## src/rtl/mbox_seq_pkg.sv

```systemverilog
package mbox_seq_pkg;

  typedef enum logic [2:0] {
    MS_UNUSED  = 3'd0,
    MS_QUEUED  = 3'd1,
    MS_SENT    = 3'd2,
    MS_WRESP   = 3'd3,
    MS_DONE    = 3'd4,
    MS_TIMEOUT = 3'd5,
    MS_ERROR   = 3'd6
  } msg_state_e;

  typedef enum logic [2:0] {
    ST_NONE   = 3'd0,
    ST_OK     = 3'd1,
    ST_FAIL   = 3'd2,
    ST_TMO    = 3'd3,
    ST_SEQERR = 3'd4,
    ST_REJECT = 3'd5
  } st_code_e;

  typedef enum logic [2:0] {
    S_IDLE = 3'd0,
    S_WR   = 3'd1,
    S_RING = 3'd2,
    S_POST = 3'd3,
    S_WAIT = 3'd4,
    S_CLR  = 3'd5
  } fsm_e;

  typedef struct packed {
    logic [15:0] cmd;
    logic [15:0] flags;
    logic [63:0] w1;
    logic [63:0] w2;
    logic [63:0] w3;
  } mbox_req_t;

  localparam logic [7:0]  CLASS_LO      = 8'hD1;
  localparam logic [7:0]  CLASS_HI      = 8'hD7;
  localparam int          FLAG_RESP_BIT = 8;
  localparam logic [2:0]  ADDR_RING     = 3'd4;
  localparam logic [2:0]  ADDR_CLEAR    = 3'd5;
  localparam logic [63:0] RING_VAL      = 64'h1;
  localparam logic [63:0] CLEAR_MASK    = ~64'h1;

  function automatic logic class_ok(input logic [7:0] cls);
    return (cls >= CLASS_LO) && (cls <= CLASS_HI);
  endfunction

  function automatic logic [63:0] pack_hdr(input logic [15:0] flags,
                                           input logic [15:0] seq,
                                           input logic [15:0] cmd);
    return {16'h0000, flags, seq, cmd};
  endfunction

endpackage

```

## src/rtl/mbox_req_fifo.sv

```systemverilog
module mbox_req_fifo #(
  parameter int W     = 8,
  parameter int DEPTH = 4
) (
  input  logic         clk,
  input  logic         rst_n,
  input  logic         push,
  input  logic         pop,
  input  logic [W-1:0] din,
  output logic [W-1:0] dout,
  output logic         full,
  output logic         empty
);
  localparam int AW = (DEPTH > 1) ? $clog2(DEPTH) : 1;
  localparam int CW = $clog2(DEPTH + 1);

  logic [W-1:0]  mem [DEPTH];
  logic [AW-1:0] rd_ptr, rd_ptr_nx, wr_ptr, wr_ptr_nx;
  logic [CW-1:0] cnt, cnt_nx;

  function automatic logic [AW-1:0] ptr_inc(input logic [AW-1:0] p);
    return (p == AW'(DEPTH - 1)) ? '0 : p + 1'b1;
  endfunction

  always_comb begin
    rd_ptr_nx = rd_ptr;
    wr_ptr_nx = wr_ptr;
    cnt_nx    = cnt;
    if (push) wr_ptr_nx = ptr_inc(wr_ptr);
    if (pop)  rd_ptr_nx = ptr_inc(rd_ptr);
    if (push && !pop)      cnt_nx = cnt + 1'b1;
    else if (pop && !push) cnt_nx = cnt - 1'b1;
  end

  always_ff @(posedge clk or negedge rst_n) begin
    if (!rst_n) begin
      rd_ptr <= '0;
      wr_ptr <= '0;
      cnt    <= '0;
    end else begin
      rd_ptr <= rd_ptr_nx;
      wr_ptr <= wr_ptr_nx;
      cnt    <= cnt_nx;
    end
  end

  always_ff @(posedge clk) begin
    if (push) mem[wr_ptr] <= din;
  end

  assign dout  = mem[rd_ptr];
  assign full  = (cnt == CW'(DEPTH));
  assign empty = (cnt == '0);

  // occupancy never passes the queue depth
  p_no_overflow_r12: assert property (@(posedge clk) disable iff (!rst_n)
    cnt <= CW'(DEPTH));

  // an empty queue is never popped
  p_no_underflow_r12: assert property (@(posedge clk) disable iff (!rst_n)
    pop |-> !empty);

endmodule

```

## src/rtl/mbox_tmo_cnt.sv

```systemverilog
module mbox_tmo_cnt #(
  parameter int LIMIT = 16
) (
  input  logic clk,
  input  logic rst_n,
  input  logic clr,
  input  logic en,
  output logic hit
);
  localparam int CW = $clog2(LIMIT + 1);

  logic [CW-1:0] cnt, cnt_nx;

  assign hit = (cnt == CW'(LIMIT - 1));

  always_comb begin
    cnt_nx = cnt;
    if (clr)             cnt_nx = '0;
    else if (en && !hit) cnt_nx = cnt + 1'b1;
  end

  always_ff @(posedge clk or negedge rst_n) begin
    if (!rst_n) cnt <= '0;
    else        cnt <= cnt_nx;
  end

  // the wait counter stays inside the programmed window
  p_cnt_bound_r6: assert property (@(posedge clk) disable iff (!rst_n)
    cnt <= CW'(LIMIT - 1));

endmodule

```

## src/rtl/mbox_rsp_decode.sv

```systemverilog
module mbox_rsp_decode
  import mbox_seq_pkg::*;
(
  input  logic [63:0] rsp_word0,
  input  logic [31:0] sent_hdr,
  output logic [15:0] pri,
  output logic [15:0] sec,
  output logic [2:0]  code
);
  always_comb begin
    pri = rsp_word0[63:48];
    sec = rsp_word0[47:32];
    if (rsp_word0[31:0] != sent_hdr) code = ST_SEQERR;
    else if (pri == 16'h0000)        code = ST_OK;
    else                             code = ST_FAIL;
  end
endmodule

```

## src/rtl/mbox_cmd_seq.sv

```systemverilog
module mbox_cmd_seq
  import mbox_seq_pkg::*;
#(
  parameter int QDEPTH     = 4,
  parameter int TMO_CYCLES = 1000000,
  parameter int SEQ_W      = 16
) (
  input  logic        clk,
  input  logic        rst_n,
  input  logic        req_valid,
  output logic        req_ready,
  input  logic [15:0] req_cmd,
  input  logic [15:0] req_flags,
  input  logic [63:0] req_w1,
  input  logic [63:0] req_w2,
  input  logic [63:0] req_w3,
  output logic        mb_wr,
  output logic [2:0]  mb_addr,
  output logic [63:0] mb_wdata,
  input  logic        rsp_db,
  input  logic [63:0] rsp_w0,
  input  logic [63:0] rsp_w1,
  input  logic [63:0] rsp_w2,
  input  logic [63:0] rsp_w3,
  output logic [2:0]  msg_state,
  output logic [2:0]  st_code,
  output logic [15:0] st_pri,
  output logic [15:0] st_sec,
  output logic [15:0] st_seq,
  output logic [63:0] rsp_d1,
  output logic [63:0] rsp_d2,
  output logic [63:0] rsp_d3
);
  localparam int REQ_W = $bits(mbox_req_t);

  // reset: asserted asynchronously, released on the clock
  logic [1:0] rst_sync_q;
  logic       rst_i_n;

  always_ff @(posedge clk or negedge rst_n) begin
    if (!rst_n) rst_sync_q <= 2'b00;
    else        rst_sync_q <= {rst_sync_q[0], 1'b1};
  end
  assign rst_i_n = rst_sync_q[1];

  // request queue
  logic       q_push, q_pop, q_full, q_empty;
  logic [REQ_W-1:0] q_dout;
  mbox_req_t  head, req_in;
  logic       head_ok;
  fsm_e       state_q, state_nx;

  assign req_in    = '{cmd: req_cmd, flags: req_flags, w1: req_w1, w2: req_w2, w3: req_w3};
  assign req_ready = !q_full;
  assign q_push    = req_valid && !q_full;
  assign q_pop     = (state_q == S_IDLE) && !q_empty;
  assign head      = mbox_req_t'(q_dout);
  assign head_ok   = class_ok(head.cmd[15:8]);

  mbox_req_fifo #(.W(REQ_W), .DEPTH(QDEPTH)) u_fifo (
    .clk   (clk),
    .rst_n (rst_i_n),
    .push  (q_push),
    .pop   (q_pop),
    .din   (req_in),
    .dout  (q_dout),
    .full  (q_full),
    .empty (q_empty)
  );

  // timeout window
  logic tmo_hit;
  mbox_tmo_cnt #(.LIMIT(TMO_CYCLES)) u_tmo (
    .clk   (clk),
    .rst_n (rst_i_n),
    .clr   (state_q == S_POST),
    .en    (state_q == S_WAIT),
    .hit   (tmo_hit)
  );

  // message registers
  logic [1:0]       wr_idx_q, wr_idx_nx;
  mbox_req_t        hold_q, hold_nx;
  logic [15:0]      hseq_q, hseq_nx;
  logic [SEQ_W-1:0] seq_q, seq_nx;
  msg_state_e       ms_q, ms_nx;
  st_code_e         stc_q, stc_nx;
  logic [15:0]      pri_q, pri_nx, sec_q, sec_nx, sseq_q, sseq_nx;
  logic [63:0]      cap0_q, cap0_nx, cap1_q, cap1_nx, cap2_q, cap2_nx, cap3_q, cap3_nx;

  // response decode of the captured word 0
  logic [15:0] dec_pri, dec_sec;
  logic [2:0]  dec_code;
  mbox_rsp_decode u_dec (
    .rsp_word0 (cap0_q),
    .sent_hdr  ({hseq_q, hold_q.cmd}),
    .pri       (dec_pri),
    .sec       (dec_sec),
    .code      (dec_code)
  );

  always_comb begin
    state_nx  = state_q;
    wr_idx_nx = wr_idx_q;
    hold_nx   = hold_q;
    hseq_nx   = hseq_q;
    seq_nx    = seq_q;
    ms_nx     = ms_q;
    stc_nx    = stc_q;
    pri_nx    = pri_q;
    sec_nx    = sec_q;
    sseq_nx   = sseq_q;
    cap0_nx   = cap0_q;
    cap1_nx   = cap1_q;
    cap2_nx   = cap2_q;
    cap3_nx   = cap3_q;
    unique case (state_q)
      S_IDLE: begin
        if (q_pop) begin
          hold_nx = head;
          pri_nx  = '0;
          sec_nx  = '0;
          sseq_nx = '0;
          if (!head_ok) begin
            ms_nx  = MS_ERROR;
            stc_nx = ST_REJECT;
          end else begin
            hseq_nx   = 16'(seq_q);
            seq_nx    = seq_q + 1'b1;
            ms_nx     = MS_QUEUED;
            stc_nx    = ST_NONE;
            wr_idx_nx = '0;
            state_nx  = S_WR;
          end
        end
      end
      S_WR: begin
        wr_idx_nx = wr_idx_q + 1'b1;
        if (wr_idx_q == 2'd3) state_nx = S_RING;
      end
      S_RING: begin
        ms_nx    = MS_SENT;
        state_nx = S_POST;
      end
      S_POST: begin
        if (hold_q.flags[FLAG_RESP_BIT]) begin
          ms_nx    = MS_WRESP;
          state_nx = S_WAIT;
        end else begin
          ms_nx    = MS_DONE;
          stc_nx   = ST_OK;
          sseq_nx  = hseq_q;
          state_nx = S_IDLE;
        end
      end
      S_WAIT: begin
        if (rsp_db) begin
          cap0_nx  = rsp_w0;
          cap1_nx  = rsp_w1;
          cap2_nx  = rsp_w2;
          cap3_nx  = rsp_w3;
          state_nx = S_CLR;
        end else if (tmo_hit) begin
          ms_nx    = MS_TIMEOUT;
          stc_nx   = ST_TMO;
          sseq_nx  = hseq_q;
          state_nx = S_IDLE;
        end
      end
      S_CLR: begin
        stc_nx   = st_code_e'(dec_code);
        pri_nx   = dec_pri;
        sec_nx   = dec_sec;
        sseq_nx  = hseq_q;
        ms_nx    = (dec_code == ST_SEQERR) ? MS_ERROR : MS_DONE;
        state_nx = S_IDLE;
      end
      default: state_nx = S_IDLE;
    endcase
  end

  always_ff @(posedge clk or negedge rst_i_n) begin
    if (!rst_i_n) begin
      state_q  <= S_IDLE;
      wr_idx_q <= '0;
      hold_q   <= '0;
      hseq_q   <= '0;
      seq_q    <= '0;
      ms_q     <= MS_UNUSED;
      stc_q    <= ST_NONE;
      pri_q    <= '0;
      sec_q    <= '0;
      sseq_q   <= '0;
      cap0_q   <= '0;
      cap1_q   <= '0;
      cap2_q   <= '0;
      cap3_q   <= '0;
    end else begin
      state_q  <= state_nx;
      wr_idx_q <= wr_idx_nx;
      hold_q   <= hold_nx;
      hseq_q   <= hseq_nx;
      seq_q    <= seq_nx;
      ms_q     <= ms_nx;
      stc_q    <= stc_nx;
      pri_q    <= pri_nx;
      sec_q    <= sec_nx;
      sseq_q   <= sseq_nx;
      cap0_q   <= cap0_nx;
      cap1_q   <= cap1_nx;
      cap2_q   <= cap2_nx;
      cap3_q   <= cap3_nx;
    end
  end

  // mailbox write port
  always_comb begin
    mb_wr    = 1'b0;
    mb_addr  = '0;
    mb_wdata = '0;
    unique case (state_q)
      S_IDLE: begin
        if (rsp_db) begin
          mb_wr    = 1'b1;
          mb_addr  = ADDR_CLEAR;
          mb_wdata = CLEAR_MASK;
        end
      end
      S_WR: begin
        mb_wr   = 1'b1;
        mb_addr = {1'b0, wr_idx_q};
        unique case (wr_idx_q)
          2'd0:    mb_wdata = pack_hdr(hold_q.flags, hseq_q, hold_q.cmd);
          2'd1:    mb_wdata = hold_q.w1;
          2'd2:    mb_wdata = hold_q.w2;
          default: mb_wdata = hold_q.w3;
        endcase
      end
      S_RING: begin
        mb_wr    = 1'b1;
        mb_addr  = ADDR_RING;
        mb_wdata = RING_VAL;
      end
      S_CLR: begin
        mb_wr    = 1'b1;
        mb_addr  = ADDR_CLEAR;
        mb_wdata = CLEAR_MASK;
      end
      default: ;
    endcase
  end

  assign msg_state = ms_q;
  assign st_code   = stc_q;
  assign st_pri    = pri_q;
  assign st_sec    = sec_q;
  assign st_seq    = sseq_q;
  assign rsp_d1    = cap1_q;
  assign rsp_d2    = cap2_q;
  assign rsp_d3    = cap3_q;

  // command words leave in address order, ring follows the last word
  p_wr_order_r3: assert property (@(posedge clk) disable iff (!rst_i_n)
    (mb_wr && mb_addr == 3'd0) |=> (mb_wr && mb_addr == 3'd1));
  p_ring_after_r3: assert property (@(posedge clk) disable iff (!rst_i_n)
    (mb_wr && mb_addr == 3'd3) |=> (mb_wr && mb_addr == ADDR_RING));

  // an illegal class is refused with no command write
  p_reject_r2: assert property (@(posedge clk) disable iff (!rst_i_n)
    (q_pop && !head_ok) |=> (st_code == ST_REJECT && !(mb_wr && mb_addr != ADDR_CLEAR)));

  // every accepted command advances the sequence by one
  p_seq_step_r4: assert property (@(posedge clk) disable iff (!rst_i_n)
    (q_pop && head_ok) |=> (seq_q == SEQ_W'($past(seq_q) + 1'b1)));

  // window expiry without a doorbell ends in timeout
  p_tmo_r6: assert property (@(posedge clk) disable iff (!rst_i_n)
    (state_q == S_WAIT && !rsp_db && tmo_hit) |=> (msg_state == MS_TIMEOUT && st_code == ST_TMO));

  // an accepted response is followed by the doorbell clear
  p_clear_r7: assert property (@(posedge clk) disable iff (!rst_i_n)
    (state_q == S_WAIT && rsp_db) |=> (mb_wr && mb_addr == ADDR_CLEAR));

  // status holds while idle with nothing taken from the queue
  p_hold_r11: assert property (@(posedge clk) disable iff (!rst_i_n)
    (state_q == S_IDLE && !q_pop) |=> $stable(st_code));

endmodule

```

## config.mk

```make
export PLATFORM = sky130hd
export DESIGN_NAME = mbox_cmd_seq
export DESIGN_NICKNAME = d
export VERILOG_FILES = /design/src/rtl/mbox_seq_pkg.sv /design/src/rtl/mbox_req_fifo.sv /design/src/rtl/mbox_tmo_cnt.sv /design/src/rtl/mbox_rsp_decode.sv /design/src/rtl/mbox_cmd_seq.sv
export SDC_FILE = /design/constraint.sdc
export NUM_CORES = 2
export LEC_CHECK = 0
export BUFFER_PORTS_ARGS = -buffer_cell sky130_fd_sc_hd__buf_4
export CORE_UTILIZATION = 57
export DETAILED_ROUTE_END_ITERATION = 12
export PLACE_DENSITY = 0.79
export SYNTH_ARGS = -nofsm -noshare
export SYNTH_HDL_FRONTEND = slang
export SYNTH_SLANG_ARGS = --single-unit
```

## constraint.sdc

```tcl
create_clock -name clk -period 22 [get_ports clk]
set_clock_uncertainty 0.2 [all_clocks]
set_input_delay 4.4 -clock clk [delete_from_list [all_inputs] [get_ports clk]]
set_output_delay 4.4 -clock clk [all_outputs]
set_load 0.02 [all_outputs]
```

==> flow_summary.toml <==
[drt]
vias = 35240
viasPerCell = 6.099
first_pass_iters = 9
drt_iter0_markers = 3980
route.detailed.drc = 0
wire_per_inst_um = 30.92
routed_wl_um = 178600
antenna_left = 0

[sta]
worst_pin_slew_ps = 1142
finalSetupViolCount = 0
holdWs_ps = 162.9
post-route-period-util_pct = 47.99
slew_headroom_pct = 23.87
fin_tns_setup_ps = 0
fmax_mhz = 94.73
grt_setup_unrepaired = "no"
slew_violations = 0
min_period_ps = 10560
hold_viol = 0

[outcome]
run_status = "finished, final reports clean"

[synth]
syn_nets = 4002
synth_edf_count = 896
synth_top_area_share_pct = 46.86
synth_top_area_cell = "edfxtp_1"
async_reset_ff_share_pct = 40.11
yosysMostFrequentCell = "edfxtp_1"
synth_cell_types = 60
synth_ff_type = "edfxtp_1"
synth_area_per_cell_um2 = 16.38
yosys-top-cells-area = "edfxtp_1, dfrtp_1, mux4_2"
ys_seq_area_share_pct = 73.00
synthCells = 3505
ys_ff_latch = 1496
yosysWarnings = 0
synthTopCellsByCount = "edfxtp_1, nand2_1, dfrtp_1, mux2_2, mux4_2"
netlist_area_um2 = 57420

[cells_and_area]
syn2layout_area_growth_pct = 21.57
fin_nets = 4796
postLayoutCellArea_um2 = 69810
drive_above_1_share_pct = 36.05
fill_cells = 6472

[placement]
place_congestion = 0.9313
dpl-instance-area_um2 = 64670
portBuffers = 798
dp_hpwl_um = 122600

[floorplanning]
rows = 116
coreArea_um2 = 100000
fp.dieArea_um2 = 102000
die_y_um = 319.4
dieWidth_um = 319.4
initial_core_util_pct = 57.42
io_pins = 799

[clock_tree]
clk_latency_ps = 750
htree_levels = 4
clock_sinks = 1496
cts-buffers-inserted = 152
cts_tree = "yes"
post_cts_buffers = 0
cts_resized = 0
clockBufferDepth = 3
cts_hold_buffers = 0
path_clk_slew_ps = 60
cts-root-buf = "clkbuf_16"

[global_routing]
grt_pass1_wl_um = 251200
grt_max_degree = 168
antenna_found_initial = 70
grt_usage_pct = 35.18
grt-ovfl-total = 0
grt_pass1_vias = 35000

[setup_path]
path_delay_family = "buffers and inverters"
crit_chain = "buf_4 > nand2_1 > a21o_2 > buf_4 > o21ai_0 > buf_4"
crit_path_end_kind = "output port"
startpoint_type = "input port"
worst-path-buf-inv = 3
critical_path.slowest_cell = "buf_4"
cpMostUsedCell = "buf_4"
cp.arrival_ps = 5960
worst_ep_required_time_ps = 17400
critPathKind = "in -> out"
path_max_fanout = 61
slowest_delay_ps = 520

[power_and_ir_drop]
leakagePower_uw = 0.02868
peakVddDrop_v = 0.0001930
power_density_nw_per_um2 = 149.6

[worst_hold_path]
hold_class = "reg -> reg"

[run]
maxCapViolCount = 0
-- cells by family after synthesis --
group / Yosys count / share of synthesized area [%]
XOR/XNOR: 61 / 0.9435
AND/OR/NAND/NOR: 914 / 6.596
flip-flops: 1496 / 73.00
buffers and inverters: 230 / 1.617
adder cells (fa/ha/maj): 13 / 0.2963
other: 1 / 0.006531
multiplexers: 502 / 14.24
AO/OA/AOI/OAI: 288 / 3.301
-- worst paths after layout --
check,slack [ps],startpoint,cells past startpoint,to
worst max-delay path,11440,rsp_db,6,mb_wdata[51]
min in group asynchronous,220,rst_sync_q[1],0,rsp_d1[55]
worst max register to register,17540,rst_sync_q[1],4,cap0_q[41]
max in group asynchronous,17540,rst_sync_q[1],4,cap0_q[41]
worst min register to register,160,rst_sync_q[0],0,rst_sync_q[1]
worst min-delay path,160,rst_sync_q[0],0,rst_sync_q[1]
-- cell type report --
type | count | area, µm² | area share (%)
Multi-Input combinational cell | 1779 | 14630 | 20.95
Clock inverter | 60 | 596.8 | 0.8549
Sequential cell | 1496 | 41930 | 60.07
Inverter | 28 | 112.6 | 0.1613
Clock buffer | 225 | 4423 | 6.336
Tap cell | 1298 | 1624 | 2.326
Timing Repair Buffer | 842 | 6371 | 9.127
Antenna cell | 49 | 122.6 | 0.1756
-- power breakdown --
| group | total, µW | internal, µW | switching [µW] |
|---|---|---|---|
| combinational | 3630 | 1370 | 2260 |
| clock | 2560 | 1480 | 1080 |
| sequential | 4250 | 3790 | 456 |
| total | 10400 | 6640 | 3800 |
-- placed cells by master (no fill, tap or decap), drive strengths merged, types with 10 or more instances in the layout --
cell and n:
a21oi 77, a222oi 48, a22o 33, a22oi 16, and2 10, and3 12, buf 842, clkbuf 225
clkinv 41, dfrtp 600, diode 49, edfxtp 896, ha 12, inv 35, mux2 277, mux4 224
nand2 700, nand3 11, nand4 35, nor2 90, nor4 13, o21ai 99, xnor2 15, xor2 46
-- registers in the layout, indices dropped and copies added, names as in the netlist, 20 cells and up --
register and count:
cap0_q 64, u_tmo.cnt 20, rsp_d1 64, rsp_d3 64
u_fifo.mem 896, hold_q 224, rsp_d2 64
-- metal layers --
metal	routed length, µm	global-route usage, %	part of all wire [%]	up-vias
met5	244	0	0.14	-
met4	11480	20.69	6.4	36
met3	15730	8.872	8.8	385
met2	86020	54.99	48	1870
met1	65160	44.97	36	18210
li1	-	-	-	14740
-- through the flow --
stage,utilization (%),setup WS [ps],power (µW),cells
finish,69.81,11440,10440,5777
CTS,69.69,11530,10480,5728
detailed placement,64.67,11560,7893,5443
global route,69.77,11410,10870,5764
global placement,64.67,11600,7800,5443
floorplan,-,3838,6436,3505
No activity file was read; power rests on OpenSTA's default activity.
